## config.mk

```make
export PLATFORM = sky130hd
export DESIGN_NAME = slot_wheel_arbiter
export DESIGN_NICKNAME = d
export VERILOG_FILES = /design/src/rtl/swa_pkg.sv /design/src/rtl/swa_wheel.sv /design/src/rtl/swa_claim_resolve.sv /design/src/rtl/swa_owner_bank.sv /design/src/rtl/slot_wheel_arbiter.sv
export SDC_FILE = /design/constraint.sdc
export NUM_CORES = 1
export LEC_CHECK = 0
export ABC_AREA = 1
export BUFFER_PORTS_ARGS = -buffer_cell sky130_fd_sc_hd__buf_4
export CAP_MARGIN = 20
export CORE_AREA = 4 4 317 319
export CTS_CLUSTER_DIAMETER = 120
export DETAILED_ROUTE_END_ITERATION = 16
export DIE_AREA = 0 0 321 323
export GPL_TIMING_DRIVEN = 0
export PLACE_DENSITY = 0.46
export REMOVE_ABC_BUFFERS = 1
export SETUP_SLACK_MARGIN = 0.05
export SYNTH_ARGS = -nofsm -noshare
export SYNTH_HDL_FRONTEND = slang
export SYNTH_SLANG_ARGS = --single-unit
```

## constraint.sdc

```tcl
create_clock -name clk -period 1.93 [get_ports clk]
set_input_delay 0.0965 -clock clk [delete_from_list [all_inputs] [get_ports clk]]
set_output_delay 0.0965 -clock clk [all_outputs]
set_load 0.02 [all_outputs]
```

## src/rtl/swa_pkg.sv

```systemverilog
package swa_pkg;
  typedef enum logic {
    SHARE_EQUAL = 1'b0,
    SHARE_MIN   = 1'b1
  } share_mode_e;
endpackage

```

## src/rtl/swa_wheel.sv

```systemverilog
module swa_wheel #(
  parameter int NUM_POS = 32,
  localparam int PW = $clog2(NUM_POS)
) (
  input  logic          clk,
  input  logic          rst_n,
  output logic [PW-1:0] pos
);
  localparam logic [PW-1:0] LAST = PW'(NUM_POS - 1);

  always_ff @(posedge clk) begin
    if (!rst_n)            pos <= '0;
    else if (pos == LAST)  pos <= '0;
    else                   pos <= pos + 1'b1;
  end

  assert_wheel_step_R1: assert property (@(posedge clk) disable iff (!rst_n)
    $past(rst_n) |-> (pos == (($past(pos) == LAST) ? '0 : $past(pos) + 1'b1)));
endmodule

```

## src/rtl/swa_claim_resolve.sv

```systemverilog
module swa_claim_resolve #(
  parameter int NUM_CORES = 8,
  parameter int NUM_POS   = 32
) (
  input  logic [NUM_CORES-1:0]         valid,
  input  logic [NUM_CORES*NUM_POS-1:0] claim,
  input  logic [NUM_POS-1:0]           occ,
  output logic [NUM_CORES*NUM_POS-1:0] won
);
  // Priority chain: each core sees what lower cores took this cycle.
  logic [NUM_POS-1:0] taken [NUM_CORES+1];
  assign taken[0] = occ;

  for (genvar i = 0; i < NUM_CORES; i++) begin : g_core
    logic [NUM_POS-1:0] want;
    assign want = valid[i] ? claim[i*NUM_POS +: NUM_POS] : '0;
    assign won[i*NUM_POS +: NUM_POS] = want & ~taken[i];
    assign taken[i+1] = taken[i] | want;
  end
endmodule

```

## src/rtl/swa_owner_bank.sv

```systemverilog
module swa_owner_bank
  import swa_pkg::*;
#(
  parameter int          NUM_CORES = 8,
  parameter int          NUM_POS   = 32,
  parameter share_mode_e MODE      = SHARE_EQUAL,
  localparam int         STRIDE    = NUM_POS / NUM_CORES
) (
  input  logic                         clk,
  input  logic                         rst_n,
  input  logic [NUM_CORES-1:0]         valid,
  input  logic [NUM_CORES*NUM_POS-1:0] release_in,
  input  logic [NUM_CORES*NUM_POS-1:0] won,
  output logic [NUM_CORES*NUM_POS-1:0] owned,
  output logic [NUM_POS-1:0]           occ
);
  function automatic logic [NUM_POS-1:0] home_mask(int core);
    logic [NUM_POS-1:0] m;
    for (int k = 0; k < NUM_POS; k++) begin
      if (MODE == SHARE_EQUAL) m[k] = ((k % NUM_CORES) == core);
      else                     m[k] = (k == core * STRIDE);
    end
    return m;
  endfunction

  function automatic logic [NUM_POS-1:0] lock_mask(int core);
    return (MODE == SHARE_MIN) ? home_mask(core) : '0;
  endfunction

  logic [NUM_POS-1:0] own_q [NUM_CORES];

  for (genvar i = 0; i < NUM_CORES; i++) begin : g_row
    localparam logic [NUM_POS-1:0] HOME = home_mask(i);
    localparam logic [NUM_POS-1:0] LOCK = lock_mask(i);
    logic [NUM_POS-1:0] rel_i, won_i, free_i;

    assign rel_i  = release_in[i*NUM_POS +: NUM_POS];
    assign won_i  = won[i*NUM_POS +: NUM_POS];
    assign free_i = valid[i] ? (rel_i & ~LOCK) : '0;

    always_ff @(posedge clk) begin
      if (!rst_n) own_q[i] <= HOME;
      else        own_q[i] <= (own_q[i] & ~free_i) | won_i;
    end

    assign owned[i*NUM_POS +: NUM_POS] = own_q[i];

    assert_release_clears_R7: assert property (@(posedge clk) disable iff (!rst_n)
      valid[i] |=> (own_q[i] & $past(rel_i & own_q[i] & ~LOCK)) == '0);

    assert_lock_kept_R8: assert property (@(posedge clk) disable iff (!rst_n)
      (own_q[i] & LOCK) == LOCK);
  end

  always_comb begin
    occ = '0;
    for (int i = 0; i < NUM_CORES; i++) occ = occ | own_q[i];
  end

  for (genvar k = 0; k < NUM_POS; k++) begin : g_col
    logic [NUM_CORES-1:0] col;
    always_comb
      for (int i = 0; i < NUM_CORES; i++) col[i] = own_q[i][k];

    assert_single_owner_R6: assert property (@(posedge clk) disable iff (!rst_n)
      $countones(col) <= 1);
  end
endmodule

```

## src/rtl/slot_wheel_arbiter.sv

```systemverilog
module slot_wheel_arbiter
  import swa_pkg::*;
#(
  parameter int          NUM_CORES = 8,
  parameter int          NUM_POS   = 32,
  parameter share_mode_e MODE      = SHARE_EQUAL,
  localparam int         PW        = $clog2(NUM_POS),
  localparam int         FW        = NUM_CORES * NUM_POS
) (
  input  logic                 clk,
  input  logic                 rst_n,
  input  logic [NUM_CORES-1:0] req_valid,
  input  logic [FW-1:0]        claim_mask,
  input  logic [FW-1:0]        release_mask,
  output logic [FW-1:0]        claim_got,
  output logic [NUM_CORES-1:0] got_valid,
  output logic [NUM_POS-1:0]   occupancy,
  output logic [NUM_CORES-1:0] grant,
  output logic [PW-1:0]        wheel_pos
);
  logic [FW-1:0] won, owned;

  swa_wheel #(.NUM_POS(NUM_POS)) u_wheel (
    .clk(clk), .rst_n(rst_n), .pos(wheel_pos)
  );

  swa_claim_resolve #(.NUM_CORES(NUM_CORES), .NUM_POS(NUM_POS)) u_resolve (
    .valid(req_valid), .claim(claim_mask), .occ(occupancy), .won(won)
  );

  swa_owner_bank #(.NUM_CORES(NUM_CORES), .NUM_POS(NUM_POS), .MODE(MODE)) u_bank (
    .clk(clk), .rst_n(rst_n), .valid(req_valid), .release_in(release_mask),
    .won(won), .owned(owned), .occ(occupancy)
  );

  always_ff @(posedge clk) begin
    if (!rst_n) begin
      claim_got <= '0;
      got_valid <= '0;
    end else begin
      claim_got <= won;
      got_valid <= req_valid;
    end
  end

  for (genvar i = 0; i < NUM_CORES; i++) begin : g_grant
    logic [NUM_POS-1:0] row;
    assign row = owned[i*NUM_POS +: NUM_POS];
    assign grant[i] = row[wheel_pos];

    assert_got_free_only_R5: assert property (@(posedge clk) disable iff (!rst_n)
      req_valid[i] |=> (claim_got[i*NUM_POS +: NUM_POS] &
        $past(occupancy | ~claim_mask[i*NUM_POS +: NUM_POS])) == '0);
  end

  assert_grant_onehot_R4: assert property (@(posedge clk) disable iff (!rst_n)
    $onehot0(grant));

  assert_grant_owned_R4: assert property (@(posedge clk) disable iff (!rst_n)
    (|grant) == occupancy[wheel_pos]);

  assert_idle_stable_R9: assert property (@(posedge clk) disable iff (!rst_n)
    (req_valid == '0) |=> $stable(occupancy));
endmodule

```

==> reports/metrics.yaml, run 1 <==
layout:
  syn_to_final_growth_pct: 81.37
  final_nets: 5346
  num-fill-cells: 10164
  final_cell_mix: "1066 x nand2_1, 832 x buf_4, 750 x dlygate4sd3_1, 514 x dfxtp_1, 482 x nand3_1"
  final_common_cell: "nand2_1"
  layout-drive-gt1-share_pct: 24.93
placement:
  gp_congestion: 0.8565
  pre_cts_slack_ns: -1.055
  portBuffers: 830
  place_hpwl_mm: 90.98
timing:
  finClkSkew_ns: 0.03192
  rsz0062_at_grt: "yes"
  drv_slew: 0
  fin_crit_ns: 2.448
  setup_violations: 8
  worst_pin_slew_ns: 0.8064
  fin_worst_hold_slack_ns: 0.02432
  finalCritPeriodShare_pct: 126.9
  fmax_mhz: 408.5
  max_slew_margin_pct: 46.24
  final-hold-violation-count: 0
  fin_ws_ns: -0.5182
  setup_tns_ns: -3.963
floorplanning:
  core-area_sq_um: 97840
  rows: 115
  die-area_sq_um: 103700
  io_pins: 831
  die_w_microns: 321
  start_util_pct: 23.33
  die_h_microns: 323
job:
  drv_cap: 0
critical_path:
  cp_top_family: "simple AND/OR/NAND/NOR gates"
  start_kind: "register"
  slowest_delay_ns: 0.41
  path_class: "reg2out"
  crit_required_ns: 1.83
  cp_data_arrival_time_ns: 2.35
  path_buf_inv: 4
  cp-end-kind: "primary output"
  crit_slowest_cell: "dfxtp_4"
  worst_path_most_repeated_cell: "nand2_1"
  path_max_fanout: 9
  cp_cell_sequence: "buf_16 > clkinv_16 > buf_16 > nand2_1 > nand3_1 > nand3_2 > nand2_1 > nand2_1 > nand2_4 > nand2_2 > nand2_1 > buf_6"
synth:
  synth_compound_area_share_pct: 4.576
  avgSynthCellArea_sq_um: 6.961
  synth_mux_area_share_pct: 0
  ys_types: 35
  synthXorXnorAreaFrac_pct: 0
  synth_warnings: 0
  synth_top_family_by_area: "simple AND/OR/NAND/NOR gates"
  seq_area_frac_synth_pct: 46.03
  syn_area_sq_um: 22830
  synthAdderAreaFrac_pct: 0.1096
  yosys.area_share.simple_pct: 41.35
  synth_seq_cells: 525
  netlist_instances: 3280
power_and_ir_drop:
  powerDensity_nw_per_um2: 721.8
  pwr-share-clk_pct: 43.4
  power_leakage_nw: 19.45
  seqPwrFrac_pct: 37.5
  vdd_drop_max_mv: 0.4690
  combPwrFrac_pct: 19.1
  p_sw_share_pct: 28.35
  switchingPower_mw: 8.474
  intPower_mw: 21.41
  p_total_mw: 29.89
cts:
  clock_latency_ns: 0.63
  path_clk_slew_ns: 0.06
  cts_buffers: 66
  cts_tree: "done"
  cts.sinks: 525
  cts_buffer_depth: 3
  h-tree-depth: 3
  cts_root_buffer: "clkbuf_16"
grt:
  grt.total_usage_pct: 23.89
  grt_overflow_total: 0
  grt_max_degree: 125
  antenna_found_initial: 17
  grt_pass1_vias: 29005
  grt_pass1_wl_mm: 185.3
route:
  wl_per_cell_microns: 21.47
  drt-total-wl_mm: 132.5
  viasPerCell: 4.598
  via_count: 28377
  drt_iter0_markers: 1648
  ant_nets: 0
  route.detailed.drc: 0
  first_pass_iters: 6
status:
  status: "finished with violations"
  violations: "setup timing"
worst_hold_path:
  hp-class: "in2reg"
cells in the mapped netlist:
master    number  area share, %
clkbuf_1      26           0.43
o21ai_2        2          0.077
nor2_1       367            6.0
inv_4          1          0.027
buf_6         34            1.7
nor4_1         5           0.14
nand2_2       16           0.44
nand2_4        2          0.099
or2_2          1          0.027
buf_4          6           0.20
a31o_2         9           0.35
dfxtp_1      525             46
nor3_2        16           0.70
or2_1          2          0.055
nor3b_1        1          0.033
o21ai_1       34           0.75
nor3_1        30           0.66
clkinv_1       1          0.016
nand4_1       70            1.9
nor2_4         1          0.049
inv_1        206            3.4
o21ai_0       83            1.8
a21oi_1       32           0.70
nand2_1     1100             18
o21a_1         1          0.033
ha_1           2           0.11
buf_2         74            1.6
buf_8          1          0.066
nand3_1      547             12
nor3_4         5           0.36
buf_1         22           0.36
o21bai_1      26           0.85
nor2_2        18           0.49
inv_2          9           0.15
nand4_2        5           0.27
worst min-delay path, delay by kind of cell:
kind	cells	cell delay, ns
and+or+nand+nor	3	0.25
buffers and inverters	1	0.18
repair_timing:
action,in CTS,in global routing
gates cloned,11,6
setup endpoints to repair,46,120
buffers inserted,12,11
hold buffers,745,6
resized for setup,112,116
pin swaps,11,25
hold endpoints to repair,508,12
through the flow:
step,cell area [sq um],std cells,utilization (%)
6_report,41410,6172,42.32
5_1_grt,41390,6166,42.30
4_1_cts,40610,6133,41.50
3_5_place_dp,30140,5250,30.80
3_3_place_gp,29680,5234,30.33
2_1_floorplan,21840,3117,-
cells by family (layout without fill, tap and decap cells):
logic type	count (synthesis)	count (layout)
flops	525	525
compound gates	187	187
buf+inv	380	1969
other cells	0	16
fa+ha+maj	2	2
simple gates	2186	2186
metal layers:
metal	vias to the layer above	GRT usage (%)	routed length (microns)
met5	-	0	23
met4	4	7.765	4680
met3	212	5.656	9214
met2	1031	42.14	63690
met1	13425	28.69	54910
li1	13705	-	-
power by group through the flow:
stage / Sequential (mW) / Combinational (mW) / Clock [mW]
floorplan: 11.5 / 1.49 / 0
global placement: 11.6 / 3.84 / 0
detailed placement: 11.5 / 4.03 / 0
CTS: 11.2 / 5.48 / 13.2
global route: 11.2 / 6.13 / 13.6
finish: 11.2 / 5.72 / 13.0
cell type report:
class | instances | area [sq um] | area share (%)
diodes | 16 | 40.04 | 0.09669
clock buffers | 97 | 1982 | 4.786
clock inverters | 18 | 229.0 | 0.5530
inverters | 217 | 877.1 | 2.118
multi-input cells | 2375 | 11210 | 27.07
flip-flops and latches | 525 | 10530 | 25.43
well taps | 1287 | 1610 | 3.889
repair buffers | 1633 | 14870 | 35.91
repair inverters | 4 | 61.31 | 0.1481
state kept, by name (all words and copies together), names as in the netlist:
signal,count
claim_got,256
u_bank.own_q,256
got_valid,8
u_wheel.pos,5
final timing paths:
path / cells past startpoint / endpoint / slack, ns / startpoint
worst max-delay path: 12 / grant[3] / -0.52 / u_wheel.pos[0]
worst max register to register: 10 / u_wheel.pos[3] / 0.05 / u_wheel.pos[0]
worst min register to register: 2 / u_bank.own_q[0][6] / 0.48 / u_bank.own_q[0][6]
worst min-delay path: 4 / u_bank.own_q[4][30] / 0.02 / req_valid[4]
(Power assumes the default switching activity.)
==> run 2: changes to the inputs <==
Settings changed: ABC_AREA 1 to unset, PLACE_DENSITY 0.46 to 0.44.
==> run 2 against run 1 <==
  * The flow still finishes with violations (setup timing)
  * Non-clock buffer count decreased by 75
  * Via count decreased by 7.8%
  * Power decreased by 1.0%
  * Critical path type unchanged
  * Global-route usage increased by 1.1 points
  * Utilization decreased by 1.5 points
  * Highest routed layer unchanged
  * Flip-flop and latch count unchanged
  * Clock skew decreased by 0.018 ns
  * Count of clock-buffer cells in the layout increased by 7
  * Setup slack got worse by 0.60 ns
  * Wire length increased by 3.6%
==> reports/metrics.yaml, run 2 <==
status:
  status: "finished with violations"
  violations: "setup timing"
floorplanning:
  core-area_sq_um: 97840  # unchanged
  die_h_microns: 323  # unchanged
  start_util_pct: 22.09  # -1.2 points
  die-area_sq_um: 103700  # unchanged
  rows: 115  # unchanged
  die_w_microns: 321  # unchanged
  io_pins: 831  # unchanged
route:
  viasPerCell: 4.988  # +8.5%
  route.detailed.drc: 0  # unchanged
  drt-total-wl_mm: 137.3  # +3.6%
  ant_nets: 0  # unchanged
  first_pass_iters: 9  # +3
  drt_iter0_markers: 2169  # +32%
  wl_per_cell_microns: 26.20  # +22%
  via_count: 26152  # -7.8%
layout:
  final_cell_mix: "872 x buf_4, 627 x dlygate4sd3_1, 541 x nand2_1, 476 x dfxtp_1, 205 x nor2_1"
  layout-drive-gt1-share_pct: 34.53  # +9.6 points
  ff_latch_area_sq_um: 10590  # +0.59%
  syn_to_final_growth_pct: 84.99
  final_common_cell: "buf_4"
  num-fill-cells: 9920  # -2.4%
  reg_top3: "claim_got x256, u_bank.own_q x256, got_valid x8"
  multi_input_area_sq_um: 11580  # +3.3%
  utilization_pct: 40.86  # -1.5 points
  final_nets: 4418  # -17%
synth:
  synth_top_family_by_area: "simple AND/OR/NAND/NOR gates"
  syn_area_sq_um: 21610  # -5.3%
  dominantRegCellSynth: "dfxtp_1"
  netlist_instances: 2414  # -26%
  yosys.area_share.simple_pct: 27.49  # -14 points
  synth_warnings: 0  # unchanged
  synthXorXnorAreaFrac_pct: 0.08105  # +0.081 points
  yosysMostFrequentCell: "nand2_1"
  synth_compound_area_share_pct: 11.83  # +7.3 points
  ys_types: 57  # +63%
  avgSynthCellArea_sq_um: 8.953  # +29%
  synthAdderAreaFrac_pct: 0.1158  # +0.0062 points
  synth_seq_cells: 525  # unchanged
  synth_enable_flop_cells: 0  # unchanged
  synthTopCellsByCount: "555 x nand2_1, 525 x dfxtp_1, 211 x nor2_1"
  async_flop_share_pct: 0  # unchanged
  yosys.area.top_type: "dfxtp_1"
  synthTopCellsByArea: "dfxtp_1 49%, nand2_1 9.6%, mux4_2 8.3%"
  seq_area_frac_synth_pct: 48.63  # +2.6 points
  synth_top_area_share_pct: 48.63  # +2.6 points
  synth_mux_area_share_pct: 8.754  # +8.8 points
timing:
  fin_crit_ns: 3.048  # +0.5993 ns
  fin_ws_ns: -1.118  # -0.5993 ns
  finClkSkew_ns: 0.01435  # -0.01758 ns
  drv_slew: 0  # unchanged
  rsz0062_at_grt: "yes"
  max_slew_margin_pct: 40.78  # -5.5 points
  worst_pin_slew_ns: 0.8883  # +0.08189 ns
  fmax_mhz: 328.1  # -20%
  finalCritPeriodShare_pct: 157.9  # +31 points
  final-hold-violation-count: 0  # unchanged
  setup_violations: 10  # +2
critical_path:
  path_max_fanout: 8  # -1
  r2r_start: "u_bank.own_q[1][31]"
  crit_required_ns: 1.83  # about the same
  path_class: "reg2out"
  start_kind: "register"
  cp_data_arrival_time_ns: 2.95  # +0.60 ns
  cp-end-kind: "primary output"
  worstSetupStartpoint: "u_wheel.pos[0]"
  rrSetupSlack_ns: 0  # -0.05 ns
power_and_ir_drop:
  seqPwrFrac_pct: 38.1  # +0.6 points
  intPower_mw: 21.49  # +0.34%
  vdd_drop_max_mv: 0.5783  # +23%
  powerDensity_nw_per_um2: 739.8  # +2.5%
  pwr-share-clk_pct: 43.5  # about the same
  p_sw_share_pct: 27.35  # -1.0 points
  power_leakage_nw: 16.55  # -15%
  switchingPower_mw: 8.089  # -4.5%
  p_total_mw: 29.58  # -1.0%
  combPwrFrac_pct: 18.4  # -0.7 points
placement:
  portBuffers: 830  # unchanged
  place_hpwl_mm: 98.81  # +8.6%
  gp_congestion: 0.8947  # +4.5%
grt:
  grt.total_usage_pct: 25.00  # +1.1 points
  grt_pass1_wl_mm: 187.7  # +1.3%
  grt_overflow_total: 0  # unchanged
  grt_max_degree: 92  # -26%
  grt_pass1_vias: 26428  # -8.9%
  antenna_found_initial: 19  # +2
job:
  drv_cap: 0  # unchanged
worst_hold_path:
  min-delay-start: "req_valid[3]"
  hp-class: "in2reg"
cts:
  cts_tree: "done"
  cts_root_buffer: "clkbuf_16"
  cts.sinks: 525  # unchanged
  h-tree-depth: 3  # unchanged
  path_clk_slew_ns: 0.06  # about the same
  cts_buffer_depth: 3  # unchanged
  clock_latency_ns: 0.62  # about the same
  cts_buffers: 67  # +1.5%
[run 2: power groups by stage]
stage                     Sequential, mW  Combinational (mW)  Clock (mW)
final                               11.3                5.44        12.9
after global routing                11.3                5.73        13.6
after CTS                           11.2                5.26        13.2
after detailed placement            11.5                3.67           0
after global placement              11.6                3.55           0
after floorplan                     11.5                1.30           0
[run 2: logic make-up after synthesis]
group	after synthesis
buffers and inverters	165
multiplexers	88
XOR/XNOR	2
AO/OA/AOI/OAI	345
AND/OR/NAND/NOR	1287
flip-flops	525
adder cells (fa/ha/maj)	2
[run 2: critical path, cell delays in order (launching register included)]
cell	delay [ns]
dfxtp_4	0.41
buf_12	0.15
buf_16	0.17
mux4_2	0.59
mux4_2	0.52
mux2_4	0.35
buf_6	0.15
[run 2: per-layer routing]
metal	track usage (%)	part of all wire, %	vias up
met2	41.79	47	1208
met1	31.34	41	12922
li1	-	-	11744
met5	0	0.025	-
met3	5.825	8.0	272
met4	9.734	4.0	6
[run 2: final timing paths]
kind                         end  cells past startpoint
min               claim_got[117]                      3
max                     grant[3]                      6
min reg2reg  u_bank.own_q[1][20]                      2
max reg2reg  u_bank.own_q[5][31]                      7
[run 2: final cells by class]
| class | instances | share of cell area, % |
|---|---|---|
| diodes | 14 | 0.08763 |
| clock buffers | 104 | 5.133 |
| clock inverters | 13 | 0.3943 |
| inverters | 18 | 0.1972 |
| multi-input cells | 1724 | 28.97 |
| flip-flops and latches | 525 | 26.50 |
| well taps | 1287 | 4.028 |
| repair buffers | 1558 | 34.69 |
[run 2: timing repair]
action | CTS | global route
setup endpoints to repair | 171 | 125
gates resized for setup | 183 | 116
hold buffers | 645 | 4
endpoints found under the hold margin | 512 | 4
pin swaps | 38 | 62
gates cloned | 3 | 1
setup buffers | 45 | 29
[run 2: metrics by stage]
step	worst slack, ns	cell area, sq um	setup TNS [ns]	hold slack [ns]	instances
5_1_grt	-1.190	39960	-9.629	0.003702	5234
3_3_place_gp	-5.735	28850	-1445.15	0.3272	4384
6_report	-1.118	39980	-8.813	0.03099	5243
2_1_floorplan	-2.397	21010	-103.30	0.1683	2267
3_5_place_dp	-1.782	29280	-93.65	0.3290	4399
4_1_cts	-1.202	39370	-9.928	0.0007014	5209
